## src/rtl/ipc_pkg.sv

```systemverilog
// Package: shared field positions and widths for the interrupt control word.
// Assumes a 64-bit word with 4-bit per-processor fields.
package ipc_pkg;
    localparam int DATA_W     = 64;
    localparam int MAX_CPU    = 4;
    localparam int TCLR_LSB   = 4;   // tick status / tick clear field
    localparam int ICLR_LSB   = 8;   // IPI status / IPI clear field
    localparam int IREQ_LSB   = 12;  // IPI request field
    localparam int ERRACK_BIT = 28;  // error acknowledge, accepted only
    localparam int CNT_W      = 4;   // pending count width
    localparam logic [CNT_W-1:0] CNT_MAX = {CNT_W{1'b1}};
endpackage

```

## src/rtl/ipc_wr_decode.sv

```systemverilog
// Module: splits a write into per-processor strobes and classifies it.
// Assumes N_CPU <= MAX_CPU; the strobes are qualified by wr_en.
module ipc_wr_decode
    import ipc_pkg::*;
#(
    parameter int N_CPU = 4
) (
    input  logic              wr_en,
    input  logic [DATA_W-1:0] wr_data,
    output logic [N_CPU-1:0]  tclr,
    output logic [N_CPU-1:0]  ireq,
    output logic [N_CPU-1:0]  iclr,
    output logic              accept,
    output logic              reject
);
    logic known;
    logic unused_bits;

    // Classify: any field bit or the acknowledge bit makes the write supported.
    assign known  = (|wr_data[IREQ_LSB+MAX_CPU-1:TCLR_LSB]) | wr_data[ERRACK_BIT];
    assign accept = wr_en & known;
    assign reject = wr_en & ~known;

    // Per-processor strobes, generated from the field offsets.
    for (genvar i = 0; i < N_CPU; i++) begin : g_strb
        assign tclr[i] = accept & wr_data[TCLR_LSB+i];
        assign ireq[i] = accept & wr_data[IREQ_LSB+i];
        assign iclr[i] = accept & wr_data[ICLR_LSB+i];
    end

    assign unused_bits = ^{wr_data[DATA_W-1:ERRACK_BIT+1],
                           wr_data[ERRACK_BIT-1:IREQ_LSB+MAX_CPU],
                           wr_data[TCLR_LSB-1:0]};
endmodule

```

## src/rtl/ipc_tmr_slice.sv

```systemverilog
// Module: tick status for one processor; the status bit is the interrupt level.
// Assumes tick and clear may coincide; the tick is applied last.
module ipc_tmr_slice (
    input  logic clk,
    input  logic rst_n,
    input  logic tick,
    input  logic tclr,
    output logic st
);
    // Status register: clear first, then set by tick.
    always_ff @(posedge clk) begin
        if (!rst_n)    st <= 1'b0;
        else if (tick) st <= 1'b1;
        else if (tclr) st <= 1'b0;
    end
endmodule

```

## src/rtl/ipc_ipi_slice.sv

```systemverilog
// Module: inter-processor status bit and saturating pending count for one
// processor. Request is applied before clear within a single write.
module ipc_ipi_slice
    import ipc_pkg::*;
(
    input  logic clk,
    input  logic rst_n,
    input  logic ireq,
    input  logic iclr,
    output logic st,
    output logic busy
);
    logic [CNT_W-1:0] cnt, cnt_mid, cnt_nxt;

    // Next count: saturating increment, then decrement if nonzero.
    always_comb begin
        cnt_mid = cnt;
        if (ireq && cnt != CNT_MAX) cnt_mid = cnt + 1'b1;
        cnt_nxt = cnt_mid;
        if (iclr && cnt_mid != '0) cnt_nxt = cnt_mid - 1'b1;
    end

    // State update: count and status bit (clear overrides request).
    always_ff @(posedge clk) begin
        if (!rst_n) begin
            cnt <= '0;
            st  <= 1'b0;
        end else begin
            cnt <= cnt_nxt;
            if (iclr)      st <= 1'b0;
            else if (ireq) st <= 1'b1;
        end
    end

    assign busy = (cnt != '0);
endmodule

```

## src/rtl/ipi_tick_ctrl.sv

```systemverilog
// Module: top of the interrupt control word. Instantiates the decoder and one
// tick slice and one IPI slice per processor; assembles the read word.
// Assumes synchronous active-low reset and single-cycle tick pulses.
module ipi_tick_ctrl
    import ipc_pkg::*;
#(
    parameter int N_CPU = 4
) (
    input  logic              clk,
    input  logic              rst_n,
    input  logic              wr_en,
    input  logic [DATA_W-1:0] wr_data,
    input  logic              tick,
    output logic [DATA_W-1:0] rd_data,
    output logic [N_CPU-1:0]  irq_tmr,
    output logic [N_CPU-1:0]  irq_ipi,
    output logic              wr_err
);
    logic [N_CPU-1:0] tclr, ireq, iclr, tmr_st, ipi_st;
    logic             accept, reject;

    ipc_wr_decode #(.N_CPU(N_CPU)) u_dec (
        .wr_en(wr_en), .wr_data(wr_data),
        .tclr(tclr), .ireq(ireq), .iclr(iclr),
        .accept(accept), .reject(reject)
    );

    for (genvar i = 0; i < N_CPU; i++) begin : g_cpu
        ipc_tmr_slice u_tmr (
            .clk(clk), .rst_n(rst_n), .tick(tick),
            .tclr(tclr[i]), .st(tmr_st[i])
        );
        ipc_ipi_slice u_ipi (
            .clk(clk), .rst_n(rst_n), .ireq(ireq[i]),
            .iclr(iclr[i]), .st(ipi_st[i]), .busy(irq_ipi[i])
        );
    end

    assign irq_tmr = tmr_st;

    // Error pulse: one cycle after a rejected write.
    always_ff @(posedge clk) begin
        if (!rst_n) wr_err <= 1'b0;
        else        wr_err <= reject;
    end

    // Read word: status fields placed, everything else zero.
    always_comb begin
        rd_data = '0;
        for (int i = 0; i < N_CPU; i++) begin
            rd_data[TCLR_LSB+i] = tmr_st[i];
            rd_data[ICLR_LSB+i] = ipi_st[i];
        end
    end

    logic unused_accept;
    assign unused_accept = accept;
endmodule

```

## config.mk

```make
export PLATFORM = sky130hd
export DESIGN_NAME = ipi_tick_ctrl
export DESIGN_NICKNAME = d
export VERILOG_FILES = /design/src/rtl/ipc_pkg.sv /design/src/rtl/ipc_wr_decode.sv /design/src/rtl/ipc_tmr_slice.sv /design/src/rtl/ipc_ipi_slice.sv /design/src/rtl/ipi_tick_ctrl.sv
export SDC_FILE = /design/constraint.sdc
export NUM_CORES = 1
export LEC_CHECK = 0
export BUFFER_PORTS_ARGS = -buffer_cell sky130_fd_sc_hd__buf_2
export CORE_MARGIN = 3
export CORE_UTILIZATION = 49
export DETAILED_ROUTE_END_ITERATION = 7
export PLACE_DENSITY_LB_ADDON = 0.12
export SLEW_MARGIN = 25
export SYNTH_ARGS = -nofsm -noshare
export SYNTH_HDL_FRONTEND = slang
export SYNTH_HIERARCHICAL = 1
export SYNTH_SLANG_ARGS = --single-unit
```

## constraint.sdc

```tcl
create_clock -name clk -period 5.4 [get_ports clk]
set_clock_uncertainty 0.1 [all_clocks]
set_input_delay 0.54 -clock clk [delete_from_list [all_inputs] [get_ports clk]]
set_output_delay 0.54 -clock clk [all_outputs]
set_load 0.03 [all_outputs]
```

**Yosys cells after proc, flatten, opt, wreduce, memory -nomap -nowiden**

Cells that the tools add are included.

- Register bits after elaboration: 25
- Memory bits (read-only): 0
- Bits in latches: 0
- Memories: 0
- Memory bits (writable): 0

- Muxes and demuxes: 16
- Multipliers: 0
- $lt $le $gt $ge: 0
- Shift-type cells: 0
- Eq/ne operators: 4
- Bitwise gates (word level): 17
- Div/mod/pow operators: 0
- Add/sub/neg operators: 8
- Reductions and logical operators: 25

Operators by type and width:

| cell | count |
|---|---|
| 2-to-1 mux 4 bit | 8 |
| nonzero test 4 bit | 8 |
| adder 4 x 1 -> 4 bit, second input constant | 4 |
| != test 4 bit, second input constant | 4 |
| subtractor 4 x 1 -> 4 bit, second input constant | 4 |
| bitwise AND 1 bit | 14 |
| OR reduction 12 bit | 1 |
| logical AND 1 bit | 8 |
| 2-to-1 mux 1 bit | 8 |
| nonzero test 2 bit | 4 |
| OR reduction 2 bit | 4 |
| NOT 1 bit | 2 |
| bitwise OR 1 bit | 1 |

**Logic depth before layout (Yosys ltp)**

Gate-level depths: netlist of the first run.

- Depth after elaboration: 9
- Mapped depth: 10
- Mapped depth without buffers: 9

**Hierarchy**

The synthesis of the first run kept the hierarchy.

Modules (own cells, without submodules):

| module | sequential area each (um^2) | area an instance (um^2) | instances | cells an instance |
|---|---|---|---|---|
| ipc_ipi_slice | 100.1 | 430.4 | 4 | 54 |
| ipi_tick_ctrl | 20.0 | 480.5 | 1 | 63 |
| ipc_tmr_slice | 20.0 | 41.3 | 4 | 3 |
| ipc_wr_decode | 0.0 | 133.9 | 1 | 21 |

**Worst setup path before layout of the first run**

Ideal clock, no wire load.

- Path kind: input-to-reg
- From: in wr_en
- To: reg g_cpu[2].u_ipi.cnt[0]
- Stages on the path: 9
- Path buffers: 2
- Setup slack: 3.316 ns
- Arrival: 1.912 ns
- Cells stage by stage: clkbuf_1 > and2_1 > buf_4 > nand2_1 > o211ai_1 > inv_1 > ha_1 > a31oi_4 > mux2i_1

- Cells in the longest elaborated chain, start to end: 7
- Elaborated cells on any way between the ends: 9

RTL lines:

| element | RTL line | source |
|---|---|---|
| start: declaration | ipi_tick_ctrl.sv:11 | `input logic wr_en,` |
| bitwise AND 1 bit (*) | ipc_wr_decode.sv:21 | `assign accept = wr_en & known;` |
| bitwise AND 1 bit (*) | ipc_wr_decode.sv:27 | `assign ireq[i] = accept & wr_data[IREQ_LSB+i];` |
| named net ireq[2] | ipi_tick_ctrl.sv:19 | `logic [N_CPU-1:0] tclr, ireq, iclr, tmr_st, ipi_st;` |
| logical AND 1 bit (*) | ipc_ipi_slice.sv:18 | `if (ireq && cnt != CNT_MAX) cnt_mid = cnt + 1'b1;` |
| 2-to-1 mux 4 bit (*) | ipc_ipi_slice.sv:18 |  |
| branches (longest 2 deep; another with subtractor 4 x 1 -> 4 bit) | -- |  |
| 2-to-1 mux 4 bit (*) | ipc_ipi_slice.sv:20 | `if (iclr && cnt_mid != '0) cnt_nxt = cnt_mid - 1'b1;` |
| end signal: assignment | ipc_ipi_slice.sv:29 | `cnt <= cnt_nxt;` |
| end: declaration | ipc_ipi_slice.sv:13 | `logic [CNT_W-1:0] cnt, cnt_mid, cnt_nxt;` |

Mark *: on every way through the listed nets, which the timed path passes.
A chain may end at the register's enable or synchronous reset.

**Worst setup path in the final report of the first run**

- From: in wr_en
- To: reg g_cpu[2].u_ipi.cnt[1]

The elaborated chain is that of the path after synthesis.

==> metrics.csv, run 1 <==
stage;metric;value;unit
clocking;CTS resizes;0;
floorplan;Rows;25;
worst_setup_path;Slowest-stage cell, CP;and2_1;
clocking;Post-CTS Repair Setup Buffers;0;
cells_and_area;Reg area;500;um2
cells_and_area;layout cells sized above 1;17.7;%
worst_setup_path;critical path required time;5510;ps
global_route;initial antenna violation count;0;
floorplan;Die Y;77.4;um
timing;Sum Neg Setup Slack;0;ps
global_route;vias in the first global route;1554;
cells_and_area;fin nets;415;
timing;Final setup viols;0;
run_status;status;finished, final reports clean;
power_and_ir_drop;peak supply drop;0.142;mV
floorplan;die area;5980;um2
worst_setup_path;CP startpoint kind;input pin;
clocking;Clock Latency Late Sink;270;ps
worst_setup_path;delay of the slowest cell on the worst path;370;ps
worst_hold_path;HP Start;g_cpu[1].u_ipi/st$_SDFFE_PP0P_;
clocking;TritonCTS Sinks;25;
global_route;GRT Residual Overflow;0;
route;antenna-violating nets left;0;
clocking;CTS Buffer Depth;2;
timing;hold_ws;392;ps
route;TritonRoute pass-1 iters;4;
timing;fin. max-slew vios;0;
timing;RSZ-0062 raised after global routing;no;
cells_and_area;# fillers;475;
clocking;htree depth;1;
worst_setup_path;cell class contributing the biggest share of worst-path delay;compound AO/OA/AOI/OAI gates;
clocking;CTS tree;built;
timing;period utilisation layout;39.4;%
global_route;total global routing track utilization;14.9;%
cells_and_area;final cell count without fillers;401;
timing;Slew headroom;66.9;%
power_and_ir_drop;power per cell area;230;nW/um2
timing;worst-margin pin slew;483;ps
worst_setup_path;kind of critical path;in2reg;
power_and_ir_drop;Tot Pwr;0.570;mW
worst_setup_path;RR Startpoint;g_cpu[0].u_ipi/cnt[0]$_SDFF_PN0_;
yosys;Synth Instances;311;
cells_and_area;Antenna Cells;0;
worst_hold_path;Hold Path Class;reg2reg;
placement;Post-DP HPWL;3500;um
placement;placed cells;397;
worst_setup_path;Setup crit end kind;flip-flop;
route;# DRC;0;
route;WL per Instance;11.2;um
route;Avg Vias per Cell;4.74;
floorplan;I/O Pins;141;
clocking;total CTS buffers;3;
clocking;Worst-path clk slew;90;ps
clocking;clock tree root driver cell;clkbuf_8;
worst_setup_path;CP startpoint;wr_en;
cells_and_area;P&R area growth vs syn;-0.552;%
route;final wirelength;4490;um
yosys;synthesized area;2490;um2
floorplan;Initial Util;51.8;%
worst_setup_path;worst-path fanout max;13;
global_route;largest net degree at the start of global routing;30;
timing;Achievable Freq;0.470;GHz
timing;Hold Fails Final Rpt;0;
route;vias;1901;
worst_setup_path;Worst R2R Setup Slack;3300;ps
cells_and_area;area of the multi-input gates;1610;um2
worst_setup_path;Worst EP arrival;2230;ps
power_and_ir_drop;P_leak;1.13;nW
worst_setup_path;CP bufs+invs;2;
route;Initial DRC Count;138;
job;max_cap viols;0;
worst_setup_path;CP cell instances;buf_2 -> and2_1 -> nand2_1 -> o211ai_1 -> inv_1 -> ha_1 -> a31oi_4 -> mux2i_1;
placement;IO Port Bufs;33;
placement;Final GP Congestion;0.783;
timing;minimum clock period;2130;ps
floorplan;Core Box Area;4820;um2
clocking;# hold bufs at CTS;0;
floorplan;DIE WIDTH;77.4;um
global_route;first-pass GRT wire length;7400;um
yosys;mean post-synth cell area;8.02;um2
yosys;Yosys Warn Count;6;
through the flow:
| stage | worst slack (ps) | util [%] | area (um2) |
|---|---|---|---|
| floorplan | 3330 | - | 2700 |
| global placement | 3020 | 50.6 | 2440 |
| detailed placement | 3010 | 50.6 | 2440 |
| CTS | 3290 | 51.5 | 2480 |
| global route | 3090 | 51.5 | 2480 |
| finish | 3270 | 51.5 | 2480 |
worst reg2reg max path, stage by stage, from the launching register on:
cell      delay (ps)
dfxtp_1          370
ha_1             300
and3_2           240
o211ai_1         290
inv_1             80
ha_1             280
a31oi_4          190
mux2i_1          200
placed cells by master, fill, tap and decap left out, drive strengths merged:
cell    instances
conb           56
buf            33
dfxtp          25
inv            21
nor2           18
nand2          16
mux2i          16
and2           13
a21oi          12
nand2b         12
ha             12
nand4           9
nand3           8
o211ai          8
o21ai           8
or3             8
o21a            8
and3            8
or2             8
nor3            5
and4b           4
and3b           4
a211oi          4
a31oi           4
nor3b           4
nor2b           4
clkbuf          4
nor4            2
registers in the layout, indices dropped and copies added, names as in the netlist:
register         flops
wr_err               1
g_cpu.u_ipi/cnt     16
g_cpu.u_tmr/st       4
g_cpu.u_ipi/st       4
routing by layer:
metal  vias to the layer above  routed length, um  GRT usage (%)
met5                         -                  0              0
met4                         0                 12           2.14
li1                        994                  -              -
met3                         2                267           3.02
met1                       845               2130           21.7
met2                        60               2080           23.2
worst paths after layout:
check / depth (start not counted) / endpoint
max reg2reg: 7 / g_cpu[0].u_ipi/cnt[1]$_SDFF_PN0_
max: 8 / g_cpu[2].u_ipi/cnt[1]$_SDFF_PN0_
min: 2 / g_cpu[1].u_ipi/st$_SDFFE_PP0P_
min reg2reg: 2 / g_cpu[1].u_ipi/st$_SDFFE_PP0P_
report_power, final:
group	switching, mW	internal (mW)	total (mW)	leakage [nW]
logic	0.163	0.0740	0.237	0.904
registers	0.0191	0.199	0.219	0.205
clock network	0.0617	0.0528	0.115	0.0228
total	0.244	0.326	0.570	1.13
final cells by class:
type	count	area share (%)
clock buffer	4	1.82
inverter	21	3.18
multi-input combinational	251	64.8
sequential	25	20.2
tap	67	3.38
timing repair buffer	33	6.66
Power figures use the tool's default switching activity.
==> run 2, diff against run 1 <==
- CORE_UTILIZATION: 49 -> 45
- clock period: 5.4 -> 2 ns (I/O delays scaled with it)
==> run 2 against run 1 <==
  * Global-route usage up 0.21 points
  * Final cell count up 5.7%
  * Sequential power rose to 2.7 times the previous value
  * First-iteration DRC count down 62%
  * Critical endpoint is now g_cpu[1].u_ipi/cnt[1]$_SDFF_PN0_
  * Combinational power rose to 3.0 times the previous value
  * Via count up 5.0%
  * Non-clock buffer count up 20
  * Register-to-register slack worse by 3200 ps
==> metrics.csv, run 2 (synthesis gave the netlist of run 1 again) <==
stage;metric;value;unit
cells_and_area;Antenna Cells;0;
timing;Sum Neg Setup Slack;0;ps
clocking;TritonCTS Sinks;25;
route;# DRC;0;
global_route;total global routing track utilization;15.1;%
timing;Final setup viols;0;
global_route;GRT Residual Overflow;0;
power_and_ir_drop;switching pwr;0.676;mW
run_status;status;finished, final reports clean;
clocking;CTS Buffer Depth;2;
worst_setup_path;Worst R2R Setup Slack;120;ps
worst_setup_path;kind of critical path;reg2reg;
worst_setup_path;critical path required time;2100;ps
power_and_ir_drop;P_leak;1.23;nW
placement;Post-DP HPWL;3920;um
cells_and_area;fin nets;435;
global_route;initial antenna violation count;0;
route;antenna-violating nets left;0;
clocking;Post-CTS Repair Setup Buffers;0;
floorplan;Rows;26;
worst_hold_path;HP Start;tick;
global_route;largest net degree at the start of global routing;19;
cells_and_area;max FFs per register;16;
route;final wirelength;4790;um
cells_and_area;commonest non-fill, non-tap cell in the layout;conb_1;
worst_setup_path;worst-path fanout max;5;
power_and_ir_drop;power per cell area;605;nW/um2
cells_and_area;final cell count without fillers;424;
floorplan;Die Y;80.5;um
cells_and_area;Largest Register;g_cpu.u_ipi/cnt;
timing;Hold Fails Final Rpt;0;
placement;Final GP Congestion;0.792;
cells_and_area;most frequent cells in the layout;56 x conb_1, 33 x buf_2, 21 x inv_1, 21 x dfxtp_1, 20 x buf_4;
power_and_ir_drop;clock power share;19.4;%
power_and_ir_drop;Sequential Power Share;36.4;%
worst_setup_path;RR Startpoint;g_cpu[1].u_ipi/cnt[0]$_SDFF_PN0_;
power_and_ir_drop;Net Sw Frac;42.1;%
clocking;total CTS buffers;3;
worst_setup_path;Worst EP arrival;1970;ps
power_and_ir_drop;Gate power share;44.1;%
global_route;vias in the first global route;1757;
clocking;CTS tree;built;
cells_and_area;layout cells sized above 1;25.1;%
route;TritonRoute pass-1 iters;4;
placement;placed cells;420;
floorplan;die area;6470;um2
job;max_cap viols;0;
floorplan;Initial Util;47.6;%
floorplan;Core Box Area;5240;um2
worst_setup_path;Setup crit end kind;flip-flop;
route;Initial DRC Count;53;
clocking;clock tree root driver cell;clkbuf_8;
clocking;htree depth;1;
clocking;Worst-path clk slew;90;ps
timing;RSZ-0062 raised after global routing;no;
clocking;CTS resizes;0;
worst_hold_path;Hold Path Class;in2reg;
timing;minimum clock period;1880;ps
floorplan;I/O Pins;141;
cells_and_area;P&R area growth vs syn;6.37;%
cells_and_area;biggest regs;g_cpu.u_ipi/cnt x16, g_cpu.u_ipi/st x4, g_cpu.u_tmr/st x4;
power_and_ir_drop;peak supply drop;0.245;mV
clocking;Clock Latency Late Sink;270;ps
clocking;# hold bufs at CTS;0;
timing;fin. max-slew vios;0;
power_and_ir_drop;Internal;0.929;mW
route;Avg Vias per Cell;4.71;
worst_setup_path;CP startpoint kind;flip-flop;
floorplan;DIE WIDTH;80.5;um
timing;period utilisation layout;93.8;%
placement;IO Port Bufs;33;
global_route;first-pass GRT wire length;7810;um
route;vias;1997;
timing;Achievable Freq;0.533;GHz
route;WL per Instance;11.3;um
worst_setup_path;CP startpoint;g_cpu[1].u_ipi/cnt[0]$_SDFF_PN0_;
## run 2: cell types whose count changed in the layout (fill, tap and decap cells not counted)
cell	change
dfxtp_2	+4
dfxtp_1	-4
clkbuf_1	-1
clkinv_2	+1
ha_2	+5
ha_1	-5
buf_4	+20
## run 2: power by group through the flow
stage / combinational, mW / sequential [mW] / clock (mW)
2_1_floorplan: 0.604 / 0.605 / 0
3_3_place_gp: 0.695 / 0.595 / 0
3_5_place_dp: 0.704 / 0.594 / 0
4_1_cts: 0.706 / 0.582 / 0.328
5_1_grt: 0.786 / 0.593 / 0.346
6_report: 0.708 / 0.585 / 0.312
## run 2: critical path, cell delays in order (launching register included)
cell      delay [ps]
dfxtp_2          360
ha_1             230
and3_2           220
o211ai_1         220
inv_1             70
ha_2             230
a31oi_4          170
mux2i_1          210
## run 2: through the flow
stage / setup slack [ps] / utilization, % / power [mW] / instance area (um2) / hold slack (ps)
after CTS: 9.73 / 50.3 / 1.62 / 2640 / 112
after global routing: 6.08 / 50.7 / 1.73 / 2650 / 114
after detailed placement: 45.7 / 49.5 / 1.30 / 2590 / 383
final: 123 / 50.7 / 1.61 / 2650 / 120
after floorplan: 156 / - / 1.21 / 2700 / 217
after global placement: 51.3 / 49.5 / 1.29 / 2590 / 379
## run 2: worst paths after layout
check	endpoint	cells after the start
setup reg to reg	g_cpu[1].u_ipi/cnt[1]$_SDFF_PN0_	7
setup / recovery	g_cpu[1].u_ipi/cnt[1]$_SDFF_PN0_	7
hold reg to reg	g_cpu[3].u_ipi/st$_SDFFE_PP0P_	2
hold / removal	g_cpu[3].u_tmr/st$_SDFFE_PN0P_	2
## run 2: routing by layer
metal  global-route usage (%)  wire length [um]
met5                        0                 0
met4                     3.55                15
met3                     1.68               265
met2                     26.4              2250
met1                     19.8              2260
## run 2: final cells by class
class	instances	area, um2
fillers	548	2580
clock buffers	3	41.3
clock inverters	1	5.00
repair buffers	53	315
flip-flops and latches	25	505
multi-input cells	251	1620
inverters	21	78.8
well taps	70	87.6
